==> config.mk <==
export PLATFORM = sky130hd
export DESIGN_NAME = synth_prog_if
export DESIGN_NICKNAME = d
export VERILOG_FILES = /design/src/rtl/sp_pkg.sv /design/src/rtl/sp_edge.sv /design/src/rtl/sp_regs.sv /design/src/rtl/sp_outsel.sv /design/src/rtl/synth_prog_if.sv
export SDC_FILE = /design/constraint.sdc
export NUM_CORES = 1
export LEC_CHECK = 0
export BUFFER_PORTS_ARGS = -buffer_cell sky130_fd_sc_hd__buf_2
export CAP_MARGIN = 10
export CORE_MARGIN = 2
export CORE_UTILIZATION = 35
export DETAILED_ROUTE_END_ITERATION = 7
export GPL_TIMING_DRIVEN = 0
export SLEW_MARGIN = 15
export SYNTH_ARGS = -nofsm -noshare
export SYNTH_HDL_FRONTEND = slang
export SYNTH_SLANG_ARGS = --single-unit
export TNS_END_PERCENT = 10
==> constraint.sdc <==
create_clock -name clk -period 1.6 [get_ports clk]
set_input_delay 0 -clock clk [delete_from_list [all_inputs] [get_ports clk]]
set_output_delay 0 -clock clk [all_outputs]
set_load 0.02 [all_outputs]
==> src/rtl/sp_pkg.sv <==
package sp_pkg;
  parameter int M_W    = 9;
  parameter int A_W    = 4;
  parameter int R_W    = 6;
  parameter int D_W    = 8;
  parameter int ENH_W  = 8;
  localparam int WORD_W = 1 + M_W + R_W + A_W;

  // strobe indices into the edge-detector vector
  localparam int S_SCLK = 0;
  localparam int S_EWR  = 1;
  localparam int S_M1   = 2;
  localparam int S_M2   = 3;
  localparam int S_A    = 4;
  localparam int S_HOP  = 5;
  localparam int N_STB  = 6;

  typedef struct packed {
    logic           pre_n;
    logic [M_W-1:0] m;
    logic [R_W-1:0] r;
    logic [A_W-1:0] a;
  } prog_word_t;

  typedef enum logic [1:0] {IF_PAR = 2'd0, IF_SER = 2'd1, IF_DIR = 2'd2} if_mode_e;

  function automatic if_mode_e decode_mode(input logic dir, input logic ser);
    if (dir)      return IF_DIR;
    else if (ser) return IF_SER;
    else          return IF_PAR;
  endfunction
endpackage

==> src/rtl/sp_edge.sv <==
module sp_edge #(
  parameter int N = 6
) (
  input  logic         clk,
  input  logic         rst,
  input  logic [N-1:0] lvl,
  output logic [N-1:0] rise
);
  logic [N-1:0] prev;

  for (genvar i = 0; i < N; i++) begin : g_bit
    always_ff @(posedge clk) begin
      if (rst) prev[i] <= 1'b0;
      else     prev[i] <= lvl[i];
    end
    assign rise[i] = lvl[i] & ~prev[i];
  end
endmodule

==> src/rtl/sp_regs.sv <==
module sp_regs
  import sp_pkg::*;
(
  input  logic             clk,
  input  logic             rst,
  input  if_mode_e         mode,
  input  logic [N_STB-1:0] rise,
  input  logic             sdata,
  input  logic             e_lvl,
  input  logic [D_W-1:0]   d,
  output prog_word_t       prim,
  output prog_word_t       sec,
  output logic [ENH_W-1:0] enh
);
  prog_word_t       prim_nxt, sec_nxt;
  logic [ENH_W-1:0] enh_nxt;
  logic [WORD_W-1:0] prim_v;

  assign prim_v = prim;

  always_comb begin
    prim_nxt = prim;
    sec_nxt  = sec;
    enh_nxt  = enh;
    unique case (mode)
      IF_SER: begin
        if (rise[S_SCLK]) begin
          if (e_lvl) enh_nxt  = {enh[ENH_W-2:0], sdata};
          else       prim_nxt = prog_word_t'({prim_v[WORD_W-2:0], sdata});
        end
        if (rise[S_HOP]) sec_nxt = prim;
      end
      IF_PAR: begin
        if (rise[S_M1]) begin
          prim_nxt.pre_n  = d[7];
          prim_nxt.m[6:0] = d[6:0];
        end
        if (rise[S_M2]) begin
          prim_nxt.r[5:4] = d[3:2];
          prim_nxt.m[8:7] = d[1:0];
        end
        if (rise[S_A]) begin
          prim_nxt.r[3:0] = d[7:4];
          prim_nxt.a      = d[3:0];
        end
        if (rise[S_EWR]) enh_nxt = d[ENH_W-1:0];
        if (rise[S_HOP]) sec_nxt = prim;
      end
      default: ;
    endcase
  end

  always_ff @(posedge clk) begin
    if (rst) begin
      prim <= '0;
      sec  <= '0;
      enh  <= '0;
    end else begin
      prim <= prim_nxt;
      sec  <= sec_nxt;
      enh  <= enh_nxt;
    end
  end
endmodule

==> src/rtl/sp_outsel.sv <==
module sp_outsel
  import sp_pkg::*;
(
  input  logic             clk,
  input  logic             rst,
  input  if_mode_e         mode,
  input  logic             sel_ser,
  input  logic             sel_par,
  input  prog_word_t       prim,
  input  prog_word_t       sec,
  input  prog_word_t       pins,
  input  logic [ENH_W-1:0] enh,
  output prog_word_t       word_q,
  output logic [ENH_W-1:0] enh_q
);
  prog_word_t word_d;

  always_comb begin
    unique case (mode)
      IF_DIR:  word_d = pins;
      IF_SER:  word_d = sel_ser ? prim : sec;
      default: word_d = sel_par ? prim : sec;
    endcase
  end

  always_ff @(posedge clk) begin
    if (rst) begin
      word_q <= '0;
      enh_q  <= '0;
    end else begin
      word_q <= word_d;
      enh_q  <= enh;
    end
  end
endmodule

==> src/rtl/synth_prog_if.sv <==
module synth_prog_if
  import sp_pkg::*;
(
  input  logic             clk,
  input  logic             rst,
  input  logic             mode_direct,
  input  logic             mode_serial,
  input  logic             sel_ser,
  input  logic             sel_par,
  input  logic             sclk,
  input  logic             sdata,
  input  logic             e_wr,
  input  logic             m1_wr,
  input  logic             m2_wr,
  input  logic             a_wr,
  input  logic             hop_wr,
  input  logic [D_W-1:0]   d,
  input  logic             dir_pre_n,
  input  logic [M_W-1:0]   dir_m,
  input  logic [R_W-1:0]   dir_r,
  input  logic [A_W-1:0]   dir_a,
  output logic             cnt_pre_n,
  output logic [M_W-1:0]   cnt_m,
  output logic [R_W-1:0]   cnt_r,
  output logic [A_W-1:0]   cnt_a,
  output logic [ENH_W-1:0] enh_out
);
  if_mode_e         mode;
  logic [N_STB-1:0] lvl, rise;
  prog_word_t       prim, sec, pins, word_q;
  logic [ENH_W-1:0] enh;

  assign mode = decode_mode(mode_direct, mode_serial);

  always_comb begin
    lvl         = '0;
    lvl[S_SCLK] = sclk;
    lvl[S_EWR]  = e_wr;
    lvl[S_M1]   = m1_wr;
    lvl[S_M2]   = m2_wr;
    lvl[S_A]    = a_wr;
    lvl[S_HOP]  = hop_wr;
  end

  assign pins.pre_n = dir_pre_n;
  assign pins.m     = dir_m;
  assign pins.r     = dir_r;
  assign pins.a     = dir_a;

  sp_edge #(.N(N_STB)) u_edge (
    .clk (clk),
    .rst (rst),
    .lvl (lvl),
    .rise(rise)
  );

  sp_regs u_regs (
    .clk  (clk),
    .rst  (rst),
    .mode (mode),
    .rise (rise),
    .sdata(sdata),
    .e_lvl(e_wr),
    .d    (d),
    .prim (prim),
    .sec  (sec),
    .enh  (enh)
  );

  sp_outsel u_out (
    .clk    (clk),
    .rst    (rst),
    .mode   (mode),
    .sel_ser(sel_ser),
    .sel_par(sel_par),
    .prim   (prim),
    .sec    (sec),
    .pins   (pins),
    .enh    (enh),
    .word_q (word_q),
    .enh_q  (enh_out)
  );

  assign cnt_pre_n = word_q.pre_n;
  assign cnt_m     = word_q.m;
  assign cnt_r     = word_q.r;
  assign cnt_a     = word_q.a;
endmodule

==> summary.txt <==
======================================================================================
Combinational family with the most area after synthesis                   compound AO/OA/AOI/OAI gates
Number of iterations in the first detailed-routing pass                              5
Leakage                                                                        1.90 nW
Vias per std cell                                                                 4.77
Post-layout minimum cycle time                                                 1450 ps
Initial standard-cell utilization of the core                                    36.2%
Total count of hold-check failures in the final report                               0
Number of sinks on the clock net                                                    82
Die outline width                                                               105 µm
Detailed-route via count                                                         2,932
Number of max-slew violations in the final report                                    0
I/O pin cnt                                                                         69
Antenna Cells                                                                        0
Data required time of the critical path                                        1840 ps
Cell count after placement                                                         573
First-pass GRT wire length                                                     14.3 mm
Clock tree from TritonCTS                                                         done
H-tree depth                                                                         3
Post-Synth Adder-Cell Area                                                          0%
Startpoint types                                                             flip-flop
Post-synthesis share of cell area spent on xor and xnor gates                       0%
Final setup violating endpoints                                                      0
Result of the run                                                            completed
Via count of the first global-routing pass                                       2,887
Upper clock frequency limit                                                    690 MHz
Worst-case clock buffer depth                                                        2
Critical path start-end classification                                    flip-flop to flip-flop
Pin count of the biggest net entering global routing                                16
Design internal power                                                          2.95 mW
Port bufs                                                                           66
Sequential share of the synthesized area                                         46.2%
Setup repair after global routing missed its margin                                 no
List of cells traversed by the critical path                              nor4b_4 -> o22ai_4 -> mux2_2
Largest clock skew in the final design                                         8.69 ps
Clk pwr share                                                                    34.6%
Share of the synthesized area in compound gates (AO/OA/AOI/OAI)                  19.0%
Net switching power figure                                                     1.09 mW
Post-Synthesis Cell Area                                                      3550 µm²
Clock root buffer master                                                  sky130_fd_sc_hd__clkbuf_8
Number of filler cells placed in the layout                                        990
Hold WC Path Type                                                         primary input to flip-flop
Buf+Inv Stages, Crit Path                                                            0
Sequential Power Share                                                           52.7%
Min Hold Slack                                                                 80.0 ps
Post-route ant nets                                                                  0
VDD IR max                                                                  0.000554 V
Worst Hold Path Cells                                                                4
Global-route usage over all layers                                               16.3%
Die Area                                                                    11,000 µm²
Latest clock arrival within the worst-skew pair                                 350 ps
Simple-gate share of the synthesized area                                        16.4%
Floorplan Core Area                                                           9820 µm²
Synthesis warning total                                                              0
Total negative slack                                                              0 ps
Final non-filler cell total                                                        615
Most frequent cells in the layout                                         sky130_fd_sc_hd__dfxtp_1, sky130_fd_sc_hd__buf_2, sky130_fd_sc_hd__nand2_1, sky130_fd_sc_hd__mux2i_1, sky130_fd_sc_hd__a21oi_1
Post-route DRC                                                                       0
Fraction of power consumed by combinational cells                                12.8%
Routability congestion estimate                                                  0.772
Number of cells on the worst reg-to-reg path                                         3
Crit Path Max Fanout                                                                 8
Gate family responsible for the most delay along the worst path           simple AND/OR/NAND/NOR gates
Flops & latches, synth                                                              82
Share of cells above drive strength 1                                            24.7%
Post-Syn Nets                                                                      415
Overflow after GRT                                                                   0
Synthesis-to-layout area growth                                                  26.5%
Path length in cells of the critical path                                            3
Crit share post-route                                                            90.6%
Area post-placement                                                           4050 µm²
Post-synthesis instance total                                                      374
Clock transition at path regs                                                    90 ps
WL per Instance                                                                14.2 µm
Arrival time at the worst endpoint                                             1690 ps
Count of max-cap constraint violations                                               0
Detailed placer's ending HPWL                                                  6.21 mm
Switching fraction of total power                                                26.9%
Total number of placement rows                                                      36
Sum of routed wire length over all layers                                      8.72 mm
1st-iter DRT viols                                                                 124
Library cell contributing the largest single delay on the critical path   sky130_fd_sc_hd__nor4b_4
Transition time of the tightest slew-check pin                                  730 ps
Y dimension of the die                                                          105 µm
Critical path's largest stage delay                                             450 ps
Antenna violations before repair                                                     0
Post-synthesis mux area share                                                    14.4%
Max transition margin                                                            51.2%
CTS buffer count                                                                     9
Post-route design area                                                        4490 µm²
Power density of the placed cells                                           898 nW/µm²
Final Net Count                                                                    518
Most common cell after layout, fill and taps aside                        sky130_fd_sc_hd__dfxtp_1
Count of cell types in the netlist                                                  26
Worst setup EP type                                                          flip-flop
Per-instance average area after synthesis                                     9.49 µm²
======================================================================================
[layer usage]
metal	vias up	routed length, µm	track usage, %
li1	1495	-	-
met1	1339	4220	22.2
met2	94	3870	26.0
met3	4	581	4.43
met4	0	53	2.86
met5	-	0	0
[timing repair]
item	CTS	global route
endpoints found under the hold margin	26	0
setup endpoints to repair	0	0
resized for setup	0	0
hold buffers	26	0
setup buffers	0	0
[final cells by class]
cell class / instances / area (µm²) / share of cell area, %
Multi-Input combinational cell: 260 / 1770 / 39.3
Sequential cell: 82 / 1640 / 36.5
Clock buffer: 10 / 138 / 3.06
Timing Repair Buffer: 92 / 591 / 13.1
Clock inverter: 6 / 47.5 / 1.06
Inverter: 2 / 7.51 / 0.167
Buffer: 30 / 134 / 2.98
Tap cell: 133 / 166 / 3.70
[cells in the mapped netlist]
library cell                n  area, µm²
sky130_fd_sc_hd__a211oi_1  20        150
sky130_fd_sc_hd__a21oi_1   32        160
sky130_fd_sc_hd__and3b_1    1       8.76
sky130_fd_sc_hd__buf_1      3       11.3
sky130_fd_sc_hd__buf_2      8       40.0
sky130_fd_sc_hd__buf_4      3       22.5
sky130_fd_sc_hd__clkbuf_1  16       60.1
sky130_fd_sc_hd__dfxtp_1   82       1640
sky130_fd_sc_hd__inv_1      2       7.51
sky130_fd_sc_hd__mux2_2    16        180
sky130_fd_sc_hd__mux2i_1   33        330
sky130_fd_sc_hd__nand2_1   40        150
sky130_fd_sc_hd__nand2b_1  12       75.1
sky130_fd_sc_hd__nor2_1    22       82.6
sky130_fd_sc_hd__nor2b_1   26        163
sky130_fd_sc_hd__nor3b_1    6       45.0
sky130_fd_sc_hd__nor4b_4    1       23.8
sky130_fd_sc_hd__o21a_1    16        120
sky130_fd_sc_hd__o21ai_0   12       60.1
sky130_fd_sc_hd__o21ai_2    1       8.76
sky130_fd_sc_hd__o21ba_2    4       40.0
sky130_fd_sc_hd__o21bai_1  11       82.6
sky130_fd_sc_hd__o22ai_2    1       12.5
sky130_fd_sc_hd__o22ai_4    2       40.0
sky130_fd_sc_hd__or3b_1     3       26.3
sky130_fd_sc_hd__or3b_2     1       8.76
[power groups by stage]
stage	clock network [mW]	registers, mW	logic [mW]
after floorplan	0	2.21	0.275
after global placement	0	2.17	0.464
after detailed placement	0	2.17	0.467
after CTS	1.45	2.13	0.518
after global routing	1.53	2.13	0.565
final	1.39	2.13	0.516
[metrics by stage]
step / worst slack, ps / power [mW] / util [%]
after floorplan: 263 / 2.48 / -
after global placement: 136 / 2.64 / 41.2
after detailed placement: 132 / 2.64 / 41.2
after CTS: 126 / 4.09 / 45.8
after global routing: 69.5 / 4.23 / 45.8
final: 150 / 4.04 / 45.8
[final timing paths]
check                              startpoint                          end  slack (ps)
setup / recovery    u_edge.prev[0]$_SDFF_PP0_  u_regs.prim[3]$_SDFFE_PP0P_         150
hold / removal                          sdata   u_regs.enh[0]$_SDFFE_PP0P_          80
setup reg to reg    u_edge.prev[0]$_SDFF_PP0_  u_regs.prim[3]$_SDFFE_PP0P_         150
hold reg to reg   u_regs.sec[16]$_SDFFE_PP0P_  u_regs.sec[16]$_SDFFE_PP0P_         460
[sequential cells by signal, summed over array words and instances (netlist names)]
register	flops
u_edge.prev	6
u_out.enh_q	8
u_out.word_q	20
u_regs.enh	8
u_regs.prim	20
u_regs.sec	20
[cell families after synthesis]
logic type / after synthesis
simple gates: 112
compound gates: 99
mux: 49
flops: 82
buf+inv: 32
[worst register-to-register path, cell delays in order, from the launching register on]
cell and delay, ps:
sky130_fd_sc_hd__dfxtp_1 340, sky130_fd_sc_hd__nor4b_4 450, sky130_fd_sc_hd__o22ai_4 240, sky130_fd_sc_hd__mux2_2 320
No activity file was read; power rests on OpenSTA's default activity.
